`src/rtl/mux_bus_rd_if.sv`:
```
module mux_bus_rd_if #(
  parameter int            BUS_W     = 32,
  parameter int            AW        = 8,
  parameter int            DW        = 16,
  parameter int            SYNC_N    = 2,
  parameter logic [AW-1:0] FIFO_ADDR = AW'(8'h80),
  parameter logic [AW-1:0] CNT_BASE  = AW'(8'h0C),
  parameter int            CNT_NUM   = 4
) (
  input  logic             clk,
  input  logic             rst_n,
  input  logic             ale_i,
  input  logic             cs_n_i,
  input  logic             rd_n_i,
  input  logic [3:0]       be_n_i,
  input  logic [BUS_W-1:0] ad_i,
  output logic [AW-1:0]    reg_addr_o,
  input  logic [DW-1:0]    reg_rdata_i,
  input  logic [DW-1:0]    fifo_rdata_i,
  output logic [DW-1:0]    rd_data_o,
  output logic [DW/8-1:0]  lane_oe_o,
  output logic             width_err_o,
  output logic             fifo_pop_o,
  output logic [$clog2(DW/8+1)-1:0] fifo_pop_cnt_o
);
  localparam int LANES = DW / 8;
  localparam int PCW   = $clog2(LANES + 1);
  localparam int SW    = AW + 3 + LANES;
  localparam logic [SW-1:0] IDLE = {{AW{1'b0}}, 1'b0, 1'b1, 1'b1, {LANES{1'b1}}};

  logic unused_bits;
  assign unused_bits = ^{ad_i[BUS_W-1:AW], be_n_i[3:LANES]};

  // input synchronizer chain, strobes parked at their idle levels in reset
  logic [SW-1:0] sync_q [SYNC_N];
  always_ff @(posedge clk or negedge rst_n) begin
    if (!rst_n) begin
      for (int k = 0; k < SYNC_N; k++) sync_q[k] <= IDLE;
    end else begin
      sync_q[0] <= {ad_i[AW-1:0], ale_i, cs_n_i, rd_n_i, be_n_i[LANES-1:0]};
      for (int k = 1; k < SYNC_N; k++) sync_q[k] <= sync_q[k-1];
    end
  end

  logic [SW-1:0]    s;
  logic [AW-1:0]    ad_s;
  logic [LANES-1:0] be_s;
  logic             ale_s, rd_act;
  assign s      = sync_q[SYNC_N-1];
  assign ad_s   = s[SW-1 -: AW];
  assign ale_s  = s[LANES+2];
  assign rd_act = !s[LANES+1] && !s[LANES];
  assign be_s   = s[LANES-1:0];

  logic ale_d, act_d;
  logic ale_fall, rd_start, rd_end;
  assign ale_fall = ale_d && !ale_s;
  assign rd_start = rd_act && !act_d;
  assign rd_end   = !rd_act && act_d;

  logic [AW-1:0]    addr_q;
  logic [LANES-1:0] be_q;
  assign reg_addr_o = addr_q;

  always_ff @(posedge clk or negedge rst_n) begin
    if (!rst_n) begin
      ale_d  <= 1'b0;
      act_d  <= 1'b0;
      addr_q <= '0;
      be_q   <= '1;
    end else begin
      ale_d <= ale_s;
      act_d <= rd_act;
      if (ale_fall) begin
        addr_q <= ad_s;
        be_q   <= be_s;
      end
    end
  end

  // address decode and source select
  logic             is_fifo, is_cnt, wide_ok, illegal;
  logic [LANES-1:0] lanes;
  logic [DW-1:0]    src, cap;
  assign is_fifo = (addr_q == FIFO_ADDR);
  assign is_cnt  = ({1'b0, addr_q} >= {1'b0, CNT_BASE}) &&
                   ({1'b0, addr_q} <  ({1'b0, CNT_BASE} + (AW+1)'(CNT_NUM)));
  assign wide_ok = is_fifo || is_cnt;
  assign lanes   = ~be_q;
  assign illegal = (|lanes[LANES-1:1]) && !wide_ok;
  assign src     = is_fifo ? fifo_rdata_i : reg_rdata_i;

  for (genvar g = 0; g < LANES; g++) begin : g_lane
    if (g == 0) begin : g_low
      assign cap[7:0] = lanes[0] ? src[7:0] : 8'h00;
    end else begin : g_high
      assign cap[g*8 +: 8] = (lanes[g] && wide_ok) ? src[g*8 +: 8] : 8'h00;
    end
  end

  // data phase
  logic [LANES-1:0] oe_q, rd_lanes_q;
  logic [DW-1:0]    data_q;
  logic             err_q, pop_q, rd_fifo_q;
  logic [PCW-1:0]   pcnt_q;

  always_ff @(posedge clk or negedge rst_n) begin
    if (!rst_n) begin
      oe_q       <= '0;
      rd_lanes_q <= '0;
      data_q     <= '0;
      err_q      <= 1'b0;
      pop_q      <= 1'b0;
      pcnt_q     <= '0;
      rd_fifo_q  <= 1'b0;
    end else begin
      err_q  <= 1'b0;
      pop_q  <= 1'b0;
      pcnt_q <= '0;
      if (rd_start) begin
        oe_q       <= lanes;
        rd_lanes_q <= lanes;
        data_q     <= cap;
        err_q      <= illegal;
        rd_fifo_q  <= is_fifo;
      end else if (!rd_act) begin
        oe_q <= '0;
      end
      if (rd_end && rd_fifo_q && (|rd_lanes_q)) begin
        pop_q  <= 1'b1;
        pcnt_q <= PCW'($countones(rd_lanes_q));
      end
    end
  end

  assign rd_data_o      = data_q;
  assign lane_oe_o      = oe_q;
  assign width_err_o    = err_q;
  assign fifo_pop_o     = pop_q;
  assign fifo_pop_cnt_o = pcnt_q;

  assert_addr_hold_R2: assert property (@(posedge clk) disable iff (!rst_n)
    !ale_fall |=> $stable(addr_q));
  assert_lane_needs_read_R3: assert property (@(posedge clk) disable iff (!rst_n)
    (lane_oe_o != '0) |-> $past(rd_act));
  assert_lanes_steady_R3: assert property (@(posedge clk) disable iff (!rst_n)
    ((lane_oe_o != '0) && ($past(lane_oe_o) != '0)) |-> $stable(lane_oe_o));
  assert_release_R4: assert property (@(posedge clk) disable iff (!rst_n)
    !rd_act |=> (lane_oe_o == '0));
  assert_err_pulse_R7: assert property (@(posedge clk) disable iff (!rst_n)
    width_err_o |=> !width_err_o);
  assert_err_high_zero_R7: assert property (@(posedge clk) disable iff (!rst_n)
    width_err_o |-> (rd_data_o[DW-1:8] == '0));
  assert_pop_pulse_R8: assert property (@(posedge clk) disable iff (!rst_n)
    fifo_pop_o |=> !fifo_pop_o);
  assert_pop_count_R8: assert property (@(posedge clk) disable iff (!rst_n)
    fifo_pop_o |-> (fifo_pop_cnt_o != '0));
  assert_pop_after_read_R8: assert property (@(posedge clk) disable iff (!rst_n)
    fifo_pop_o |-> ($past(act_d) && !$past(rd_act)));
endmodule

```
`config.mk`:
```
export PLATFORM = sky130hd
export DESIGN_NAME = mux_bus_rd_if
export DESIGN_NICKNAME = d
export VERILOG_FILES = /design/src/rtl/mux_bus_rd_if.sv
export SDC_FILE = /design/constraint.sdc
export NUM_CORES = 1
export LEC_CHECK = 0
export ABC_AREA = 1
export BUFFER_PORTS_ARGS = -buffer_cell sky130_fd_sc_hd__buf_2
export CAP_MARGIN = 20
export CORE_MARGIN = 5
export CORE_UTILIZATION = 49
export CTS_BUF_LIST = sky130_fd_sc_hd__clkbuf_8
export CTS_CLUSTER_SIZE = 16
export DETAILED_ROUTE_END_ITERATION = 16
export GPL_ROUTABILITY_DRIVEN = 0
export PLACE_DENSITY = 0.82
export SLEW_MARGIN = 20
export SYNTH_ARGS = -nofsm -noshare
export SYNTH_HDL_FRONTEND = slang
export SYNTH_SLANG_ARGS = --single-unit
export TNS_END_PERCENT = 20
```
`constraint.sdc`:
```
create_clock -name clk -period 1.45 [get_ports clk]
set_input_delay 0.29 -clock clk [delete_from_list [all_inputs] [get_ports clk]]
set_output_delay 0.29 -clock clk [all_outputs]
set_load 0.01 [all_outputs]
```
## Word-level counts from Yosys, hierarchy flattened

Index checks and enable logic that the tools add are counted.

- Register bits after elaboration: 63
- Input bits: 73
- Output and inout bits: 30

- Add/subtract/negate cells: 1
- Order comparisons: 2
- Equality and inequality tests: 2
- Muxes and demuxes: 8
- Bitwise gates (word level): 1
- Reduce and logical (&&, ||, !) cells: 17

Operators by type and width:

| cell | number |
|---|---|
| $mux W16 | 1 |
| $mux W8 | 2 |
| $logic_and A1 B1 Y1 | 9 |
| $eq A8 B8 Y1 const B | 1 |
| $ge A8 B4 Y1 const B | 1 |
| $lt A8 B5 Y1 const B | 1 |
| $logic_not A1 Y1 | 6 |
| $mux W2 | 3 |
| $add A1 B1 Y2 | 1 |
| $mux W1 | 2 |
| $ne A2 B1 Y1 const B | 1 |
| $not A2 Y2 | 1 |
| $reduce_or A2 Y1 | 1 |
| $logic_or A1 B1 Y1 | 1 |

## Longest topological paths before layout

Gate-level depths: netlist of run 1.

- Word-level depth: 7
- Depth in mapped cells: 9
- Gate-level depth less buffers: 8

## Worst setup path after synthesis of run 1

No wires, ideal clock.

- Path type: flip-flop to flip-flop
- From: register addr_q[2], in the netlist reg_addr_o[2]
- To: register data_q[0], in the netlist rd_data_o[0]
- Data arrival time: 1.188 ns
- Slack: 0.136 ns
- Cell stages (with the launch flop): 8
- Clock period less this slack: 1.314 ns
- Cell sequence: dfrtp_1 inv_2 nand2_1 nor2_4 nand2_4 buf_2 nor2_1 o21ai_0

- Word-level cells in the longest chain between the ends: 3

RTL lines:

| item | line | source |
|---|---|---|
| start: declaration | 61 | `logic [AW-1:0] addr_q;` |
| start signal: assignment | 75 | `addr_q <= ad_s;` |
| $eq A8 B8 Y1 | 85 | `assign is_fifo = (addr_q == FIFO_ADDR);` |
| $mux W16 | 91 | `assign src = is_fifo ? fifo_rdata_i : reg_rdata_i;` |
| $mux W8 | 95 | `assign cap[7:0] = lanes[0] ? src[7:0] : 8'h00;` |
| end signal: assignment | 123 | `data_q <= cap;` |
| end: declaration | 103 | `logic [DW-1:0] data_q;` |

No other way between the ends.
A chain may end at the register's enable or synchronous reset.

## Final worst setup path of run 1

- From: register sync_q (netlist bit s[2])
- To: register data_q[1], in the netlist rd_data_o[1]

- Word-level cells in the longest chain between the ends: 3

RTL lines:

| item | line | source |
|---|---|---|
| start: declaration | 35 | `logic [SW-1:0] sync_q [SYNC_N];` |
| $logic_not A1 Y1 | 52 | `assign rd_act = !s[LANES+1] && !s[LANES];` |
| $logic_and A1 B1 Y1 | 52 |  |
| via rd_act | 48 | `logic ale_s, rd_act;` |
| $logic_and A1 B1 Y1 | 58 | `assign rd_start = rd_act && !act_d;` |

The timed path passes the listed nets, and every way through them passes these cells.

==> impl_metrics.toml, run 1 <==
[power]
power.switching_mw = 0.9160
ir_drop_mv = 1.015
p_comb_frac = 0.109
finalPower_mw = 3.817
seqPwrFrac = 0.516
switching_share = 0.2400
p_per_area_nw_per_um2 = 1245
power.share.clock = 0.375
p_leak_nw = 1.727
p_int_mw = 2.901

[synthesis]
syn_avg_cell_area_um2 = 10.14
ys.warnings.count = 0
synth_area_um2 = 2362
synth_fp_nets = 308
synth-seq-area-share = 0.6727
synthCells = 233
yosysUniqueCellTypes = 19
synth-seq-cells = 63

[clocking]
cts_num_sinks = 63
cts_tree = "built"
htreeDepth = 3
clk_latency_ns = 0.32
clk_path_buf_depth = 2
ctsRootBufferMaster = "clkbuf_8"
path_clk_slew_ns = 0.06
numCtsBuffers = 9
cts_setup_buffers = 0

[hold_path]
worstHoldPathCells = 1
hold_path_end = "sync_q[13]"
hold_path_class = "in -> reg"
hp-start = "be_n_i[0]"

[layout]
layout-drive-gt1-share = 0.3609
final_util = 0.6536
diodes = 0
area_growth_pct = 29.82
fillerInstances = 392
stdcell_count = 381
layout.nets = 397
finalInstanceArea_um2 = 3067

[global_routing]
grt_pass1_vias = 1749
antenna_found_initial = 0
met3_usage = 0.04853
grt_busiest_layer = "met2"
grt_max_degree = 64
met1_usage = 0.1953
grt_pass1_wl_mm = 7.755
met2_usage = 0.2654
track_usage = 0.1607
overflow = 0

[setup_path]
ff2ff_setup_slack_ns = 0.13
worstSetupStartpointType = "flop"
critical_path_arrival_ns = 1.56
reg2reg_from = "s[2]"
path_max_fanout = 19
r2r_end = "rd_data_o[1]"
cp_data_required_time_ns = 1.68
reg2reg_depth = 6
path_class = "reg -> reg"
endpoint_kind = "flop"

[timing]
period_needed_ns = 1.324
rsz0062_at_grt = "no"
slew_violations = 0
fin_skew_ns = 0.007229
timing.hold.ws_ns = 0.06863
min_period_over_period = 0.9133
relSlewSlack = 0.7903
worst_pin_slew_ns = 0.3145
setup-tns-final_ns = 0
fmax_mhz = 755.1
final-setup-viol-count = 0
setup_ws_ns = 0.1257
finalHoldViolations = 0

[place]
io_buffers = 76
pre_cts_slack_ns = 0.1032
placed_area_um2 = 2863
dp.cells = 364
hpwl_mm = 3.320

[job]
drv_cap = 0

[floorplan]
dieArea_um2 = 6310
die_w_um = 79.44
start_util = 0.5035
num_io_pins = 103
die_y_um = 79.44
num_rows = 25
placeableCoreArea_um2 = 4692

[run_status]
status = "finished clean"

[detailed_routing]
vias = 1721
antenna_left = 0
drt-initial-drc-count = 90
avgViaCountPerCell = 4.517
wl_per_cell_um = 11.97
drc = 0
drt_wl_total_mm = 4.559
first_pass_iters = 4
## logic make-up (layout without fill, tap and decap cells)
kind of cell             Yosys count  after routing  share of synthesized area
AO/OA/AOI/OAI                     20             20                    0.04714
adder cells (fa/ha/maj)            2              2                    0.01059
buffers and inverters             31            125                    0.05402
flip-flops                        63             63                     0.6727
multiplexers                       2              2                   0.009533
AND/OR/NAND/NOR                  115            115                     0.2060
## timing repair
item,4_1_cts,5_1_grt
setup endpoints to repair,0,7
endpoints found under the hold margin,53,0
hold buffers,1,0
gates resized for setup,0,3
## power by group through the flow
stage / clock network, mW / logic, mW / registers, mW
6_report: 1.43 / 0.417 / 1.97
5_1_grt: 1.57 / 0.477 / 1.98
4_1_cts: 1.47 / 0.427 / 1.97
3_5_place_dp: 0 / 0.423 / 2.00
3_3_place_gp: 0 / 0.410 / 1.99
2_1_floorplan: 0 / 0.163 / 2.03
## metal layers
layer,routed length (um),share of wire,vias up
li1,-,-,888
met1,1841,0.40,779
met2,2293,0.50,48
met3,358,0.079,6
met4,65,0.014,0
met5,0,0,-
## critical path: stages (launching register included)
cell and delay (ns):
dfstp_2 0.38, nor2_4 0.14, nand2_1 0.12, buf_12 0.17, nor2_4 0.20, nand2_1 0.07
o21ai_0 0.16
## state kept, by name, summed over array words and instances (netlist names)
| register | count |
|---|---|
| fifo_pop_o | 1 |
| rd_lanes_q | 2 |
| s | 13 |
| reg_addr_o | 8 |
| lane_oe_o | 2 |
| width_err_o | 1 |
| sync_q | 13 |
| rd_data_o | 16 |
| rd_fifo_q | 1 |
| act_d | 1 |
| ale_d | 1 |
| be_q | 2 |
| fifo_pop_cnt_o | 2 |
## worst max path at each step
stage                             start           end  slack (ns)  cells after the start
after floorplan           reg_addr_o[2]  rd_data_o[0]        0.14                      7
after global placement             s[2]  rd_data_o[1]        0.14                      6
after detailed placement           s[2]  rd_data_o[3]        0.10                      6
after CTS                          s[2]  rd_data_o[3]        0.09                      6
after global routing      reg_addr_o[4]  rd_data_o[1]        0.01                      8
final                              s[2]  rd_data_o[1]        0.13                      6
## placed cells by master, fill, tap and decap left out
cell	synthesis	routed
buf_2	3	76
nand2_1	74	73
dfrtp_1	53	53
inv_1	23	26
nor2_1	23	23
nand3_1	12	12
dfstp_2	10	10
clkbuf_8	0	10
a21oi_1	8	8
o21ai_0	8	6
o21ai_1	3	5
nor2_4	4	4
inv_2	3	3
buf_12	0	3
buf_4	0	3
nand2_2	1	2
mux2_2	2	2
ha_1	2	2
nand2_4	1	1
a21oi_4	1	1
bufinv_16	0	1
clkinvlp_4	0	1
clkinv_2	0	1
dlygate4sd3_1	0	1
## cell usage after synthesis
library cell	number	area share
clkbuf_1	1	0.0016
dfstp_2	10	0.11
buf_2	3	0.0064
mux2_2	2	0.0095
nor2_4	4	0.019
nand3_1	12	0.025
o21ai_1	3	0.0064
nand2_2	1	0.0026
a21oi_1	8	0.017
dfrtp_1	53	0.56
a21oi_4	1	0.0069
inv_1	23	0.037
buf_6	1	0.0048
o21ai_0	8	0.017
ha_1	2	0.011
inv_2	3	0.0048
nand2_1	74	0.12
nand2_4	1	0.0048
nor2_1	23	0.037
## cell type report
cell class                      instances  area, um^2  share of cell area
Clock buffer                           10       137.6             0.04488
Clock inverter                          6       53.80             0.01754
Inverter                               26       97.59             0.03182
Multi-Input combinational cell        139       648.1              0.2113
Sequential cell                        63        1589              0.5182
Tap cell                               54       67.56             0.02203
Timing Repair Buffer                   83       473.0              0.1542
Note: power is estimated with default switching activity, not from simulation.
==> inputs of run 2 (changes only) <==
--- a/config.mk
+++ b/config.mk
@@ -14,7 +14,8 @@
 export CTS_CLUSTER_SIZE = 16
 export DETAILED_ROUTE_END_ITERATION = 16
 export GPL_ROUTABILITY_DRIVEN = 0
-export PLACE_DENSITY = 0.82
+export HOLD_SLACK_MARGIN = 0.12
+export PLACE_DENSITY = 0.9
 export SLEW_MARGIN = 20
 export SYNTH_ARGS = -nofsm -noshare
 export SYNTH_HDL_FRONTEND = slang
==> run 2 against run 1 <==
The flow now finishes with violations (setup timing); combinational power rose by 13%; non-clock buffer count rose by 23; final area rose by 8.8%; sequential cell count did not move; hold slack improved by 0.15 ns; cell count rose by 6.3%; clock power rose by 16%; sequential power barely moved; via count rose by 11%; register-to-register slack got worse by 0.13 ns; wire length rose by 23%; critical path type unchanged; highest routed layer unchanged.
==> impl_metrics.toml, run 2 (same netlist as run 1, synthesis figures left out) <==
[layout]
layout.nets = 421
final_cell_mix = "buf_2, nand2_1, dfrtp_1"
mostFrequentLayoutCell = "buf_2"
layout-drive-gt1-share = 0.3875
diodes = 0
finalInstanceArea_um2 = 3337
largest_register_ffs = 16
fillerInstances = 347
final_util = 0.7112
area_growth_pct = 41.26

[timing]
rsz0062_at_grt = "yes"
finalHoldViolations = 0
relSlewSlack = 0.7856
min_period_over_period = 1.004
slew_violations = 0
fin_skew_ns = 0.006276
period_needed_ns = 1.455
fmax_mhz = 687.2
final-setup-viol-count = 1
worst_pin_slew_ns = 0.3216
setup_ws_ns = -0.005157

[setup_path]
critical_path_arrival_ns = 1.71
reg2reg_from = "reg_addr_o[0]"
cp_slowest_stage_delay_ns = 0.40
endpoint_kind = "flop"
crit_path_frequent_cell = "nand2_1"
path_class = "reg -> reg"
critical_path.n_buffers_inverters = 3
ff2ff_setup_slack_ns = -0.005
r2r_end = "rd_data_o[6]"
cp_cell_sequence = "inv_2 -> nand2_2 -> nor2_4 -> buf_12 -> nand2_4 -> buf_4 -> nand2_1 -> nand2_1 -> o21ai_1"
worstSetupStartpointType = "flop"
path_delay_family = "simple AND/OR/NAND/NOR gates"
reg2reg_depth = 9
cp_data_required_time_ns = 1.70
path_max_fanout = 5
cp_slowest_cell = "dfrtp_1"

[floorplan]
start_util = 0.5035
num_io_pins = 103
die_w_um = 79.44
placeableCoreArea_um2 = 4692
num_rows = 25
die_y_um = 79.44
dieArea_um2 = 6310

[global_routing]
overflow = 0
grt_pass1_vias = 1853
track_usage = 0.1829
grt_max_degree = 64
antenna_found_initial = 0
grt_pass1_wl_mm = 8.521

[place]
placed_area_um2 = 2858
hpwl_mm = 3.487
io_buffers = 76

[hold_path]
hold_path_end = "rd_data_o[1]"
hp-start = "fifo_rdata_i[1]"
worstHoldPathCells = 3
hold_path_class = "in -> reg"

[detailed_routing]
drt_wl_total_mm = 5.611
drt-initial-drc-count = 69
vias = 1903
antenna_left = 0
drc = 0
wl_per_cell_um = 13.85
first_pass_iters = 4
avgViaCountPerCell = 4.699

[clocking]
path_clk_slew_ns = 0.07
htreeDepth = 3
clk_path_buf_depth = 2
clk_latency_ns = 0.34
cts_tree = "built"
numCtsBuffers = 9
cts_num_sinks = 63
ctsRootBufferMaster = "clkbuf_8"

[power]
p_leak_nw = 1.829
p_per_area_nw_per_um2 = 1231
finalPower_mw = 4.107
ir_drop_mv = 1.066

[run_status]
status = "finished with violations"
violations = "setup timing"

[job]
drv_cap = 0
## run 2: changes by cell type in the layout (fill, tap and decap cells not counted), sizes merged
cell / before / now
inv: 29 / 27
bufinv: 1 / 2
nand2: 76 / 77
buf: 82 / 92
clkinv: 1 / 2
dlygate4sd3: 1 / 14
## run 2: what timing repair did
action,CTS,global route
setup endpoints to repair,0,13
hold endpoints to repair,66,0
buffers inserted,0,9
resized for setup,0,13
hold buffers,14,0
## run 2: metal layers
metal	share of wire	GRT usage	vias to the layer above
met5	0	0	-
met4	0.013	0.08247	0
met3	0.068	0.05869	8
met2	0.55	0.3247	57
met1	0.37	0.1971	899
li1	-	-	939
## run 2: stage by stage
| step | cells | hold slack, ns | setup slack [ns] | setup TNS (ns) |
|---|---|---|---|---|
| 2_1_floorplan | 233 | -0.005591 | 0.1356 | 0 |
| 3_3_place_gp | 365 | 0.3138 | 0.1228 | 0 |
| 3_5_place_dp | 365 | 0.3241 | 0.05297 | 0 |
| 4_1_cts | 395 | 0.2154 | 0.03715 | 0 |
| 5_1_grt | 405 | 0.2068 | -0.07488 | -0.2964 |
| 6_report | 405 | 0.2217 | -0.005157 | -0.005157 |
## run 2: how the worst max path moves through the flow
stage / from / endpoint / slack, ns / cells after the start
CTS: reg_addr_o[2] / rd_data_o[4] / 0.04 / 8
finish: reg_addr_o[0] / rd_data_o[6] / -0.005 / 9
floorplan: reg_addr_o[2] / rd_data_o[0] / 0.14 / 7
detailed placement: reg_addr_o[2] / rd_data_o[4] / 0.05 / 8
global placement: reg_addr_o[0] / rd_data_o[4] / 0.12 / 8
global route: reg_addr_o[0] / rd_data_o[6] / -0.07 / 9
## run 2: area by class of cell
class	count	area, um^2	area share
Multi-Input combinational cell	140	670.6	0.2010
Timing Repair Buffer	106	689.4	0.2066
Clock inverter	6	85.08	0.02550
Inverter	26	97.59	0.02925
Clock buffer	10	137.6	0.04124
Sequential cell	63	1589	0.4762
Tap cell	54	67.56	0.02025
## run 2: worst reg2reg max path: cells and delay by family, from the launching register on
family,cells,cell delay [ns]
AOI/OAI and AO/OA,1,0.15
and+or+nand+nor,5,0.46
buffers and inverters,3,0.35
DFF,1,0.40
## run 2: where the power goes
part | leakage (nW) | switching [mW] | internal [mW]
Sequential | 0.763 | 0.0708 | 1.90
Combinational | 0.952 | 0.260 | 0.213
Clock | 0.114 | 0.655 | 1.01
==> inputs of run 3 (changes only) <==
--- a/config.mk
+++ b/config.mk
@@ -16,6 +16,7 @@
 export GPL_ROUTABILITY_DRIVEN = 0
 export HOLD_SLACK_MARGIN = 0.12
 export PLACE_DENSITY = 0.9
+export REMOVE_ABC_BUFFERS = 1
 export SLEW_MARGIN = 20
 export SYNTH_ARGS = -nofsm -noshare
 export SYNTH_HDL_FRONTEND = slang
==> run 3 against run 2 <==
The flow now finishes without violations; final area shrank 2.4%; clock power grew 13%; critical path depth shrank 3; utilization shrank 1.7 points; largest power group unchanged.
==> impl_metrics.toml, run 3 (same netlist as run 1, synthesis figures left out) <==
[run_status]
status = "finished clean"

[setup_path]
critical_path.n_buffers_inverters = 1
cp_data_required_time_ns = 1.71
reg2reg_depth = 6
cp_slowest_cell = "dfstp_2"
ff2ff_setup_slack_ns = 0.11
cp_slowest_stage_delay_ns = 0.37
critical_path_arrival_ns = 1.59
r2r_end = "rd_data_o[2]"
reg2reg_from = "s[2]"
path_class = "reg -> reg"
path_max_fanout = 9
path_delay_family = "simple AND/OR/NAND/NOR gates"
worstSetupStartpointType = "flop"
endpoint_kind = "flop"
cp_cell_sequence = "nor2_4 -> nand2_1 -> buf_4 -> nor2_4 -> nand2_1 -> o21ai_0"

[timing]
min_period_over_period = 0.9211
timing.hold.ws_ns = 0.2238
period_needed_ns = 1.336
slew_violations = 0
fmax_mhz = 748.7
finalHoldViolations = 0
fin_skew_ns = 0.005117
setup-tns-final_ns = 0
setup_ws_ns = 0.1143
worst_pin_slew_ns = 0.3192
rsz0062_at_grt = "no"
relSlewSlack = 0.7872
final-setup-viol-count = 0

[hold_path]
hp-start = "fifo_rdata_i[6]"
worstHoldPathCells = 3
hold_path_end = "rd_data_o[6]"
hold_path_class = "in -> reg"

[job]
drv_cap = 0

[power]
finalPower_mw = 4.282
ir_drop_mv = 0.9744
p_per_area_nw_per_um2 = 1315
p_leak_nw = 1.803

[clocking]
ctsRootBufferMaster = "clkbuf_8"
cts_tree = "built"
numCtsBuffers = 9
cts_setup_buffers = 0
path_clk_slew_ns = 0.07
clk_path_buf_depth = 2
htreeDepth = 3
cts_num_sinks = 63
clk_latency_ns = 0.33

[global_routing]
antenna_found_initial = 0
overflow = 0
track_usage = 0.1733
grt_pass1_wl_mm = 8.176
grt_pass1_vias = 1847
grt_max_degree = 64

[layout]
final_util = 0.6939
finalInstanceArea_um2 = 3256
diodes = 0
largest_register_ffs = 16
layout.nets = 411
final_cell_mix = "buf_2, nand2_1, dfrtp_1"
stdcell_count = 395
mostFrequentLayoutCell = "buf_2"
area_growth_pct = 37.82
layout-drive-gt1-share = 0.3578

[place]
io_buffers = 76
pre_cts_slack_ns = 0.1258
placed_area_um2 = 2858
hpwl_mm = 3.200
dp.cells = 365

[floorplan]
start_util = 0.5035
placeableCoreArea_um2 = 4692
num_io_pins = 103
num_rows = 25
die_w_um = 79.44
die_y_um = 79.44
dieArea_um2 = 6310

[detailed_routing]
drc = 0
vias = 1794
wl_per_cell_um = 12.08
drt_wl_total_mm = 4.770
first_pass_iters = 4
antenna_left = 0
drt-initial-drc-count = 61
avgViaCountPerCell = 4.542
run 3: changes by cell type in the layout (fill, tap and decap cells not counted), sizes merged:
cell / change
inv: -1
buf: -9
bufinv: +1
clkinvlp: -1
clkbuf: +1
nand2: -1
run 3: cell type report:
| class | count | area (um^2) |
|---|---|---|
| Timing Repair Buffer | 97 | 598.1 |
| Multi-Input combinational cell | 139 | 648.1 |
| Tap cell | 54 | 67.56 |
| Sequential cell | 63 | 1589 |
| Clock inverter | 5 | 103.9 |
| Inverter | 26 | 97.59 |
| Clock buffer | 11 | 151.4 |
| Fill cell | 371 | 1436 |
run 3: worst reg2reg max path, stage by stage, from the launching register on:
cell	delay (ns)
dfstp_2	0.37
nor2_4	0.15
nand2_1	0.12
buf_4	0.18
nor2_4	0.21
nand2_1	0.10
o21ai_0	0.14
run 3: layer usage:
layer,wire length [um],vias to the layer above,track usage
met5,0,-,0
met1,2035,816,0.1980
met3,230,10,0.03950
li1,-,917,-
met2,2392,51,0.2947
met4,112,0,0.1031
run 3: worst max-delay path by stage:
stage,start,to,depth (start not counted)
finish,s[2],rd_data_o[2],6
floorplan,s[2],rd_data_o[10],7
global route,reg_addr_o[4],rd_data_o[4],8
CTS,s[2],rd_data_o[1],6
detailed placement,s[2],rd_data_o[0],6
global placement,s[2],rd_data_o[15],7
run 3: timing repair:
action	4_1_cts	5_1_grt
endpoints found under the hold margin	66	0
resized for setup	0	2
hold buffers	14	0
setup endpoints to repair	0	3
run 3: where the power goes:
group          internal (mW)  switching [mW]  leakage, nW
combinational          0.201           0.240        0.910
clock                   1.24           0.640        0.130
sequential              1.90          0.0651        0.763
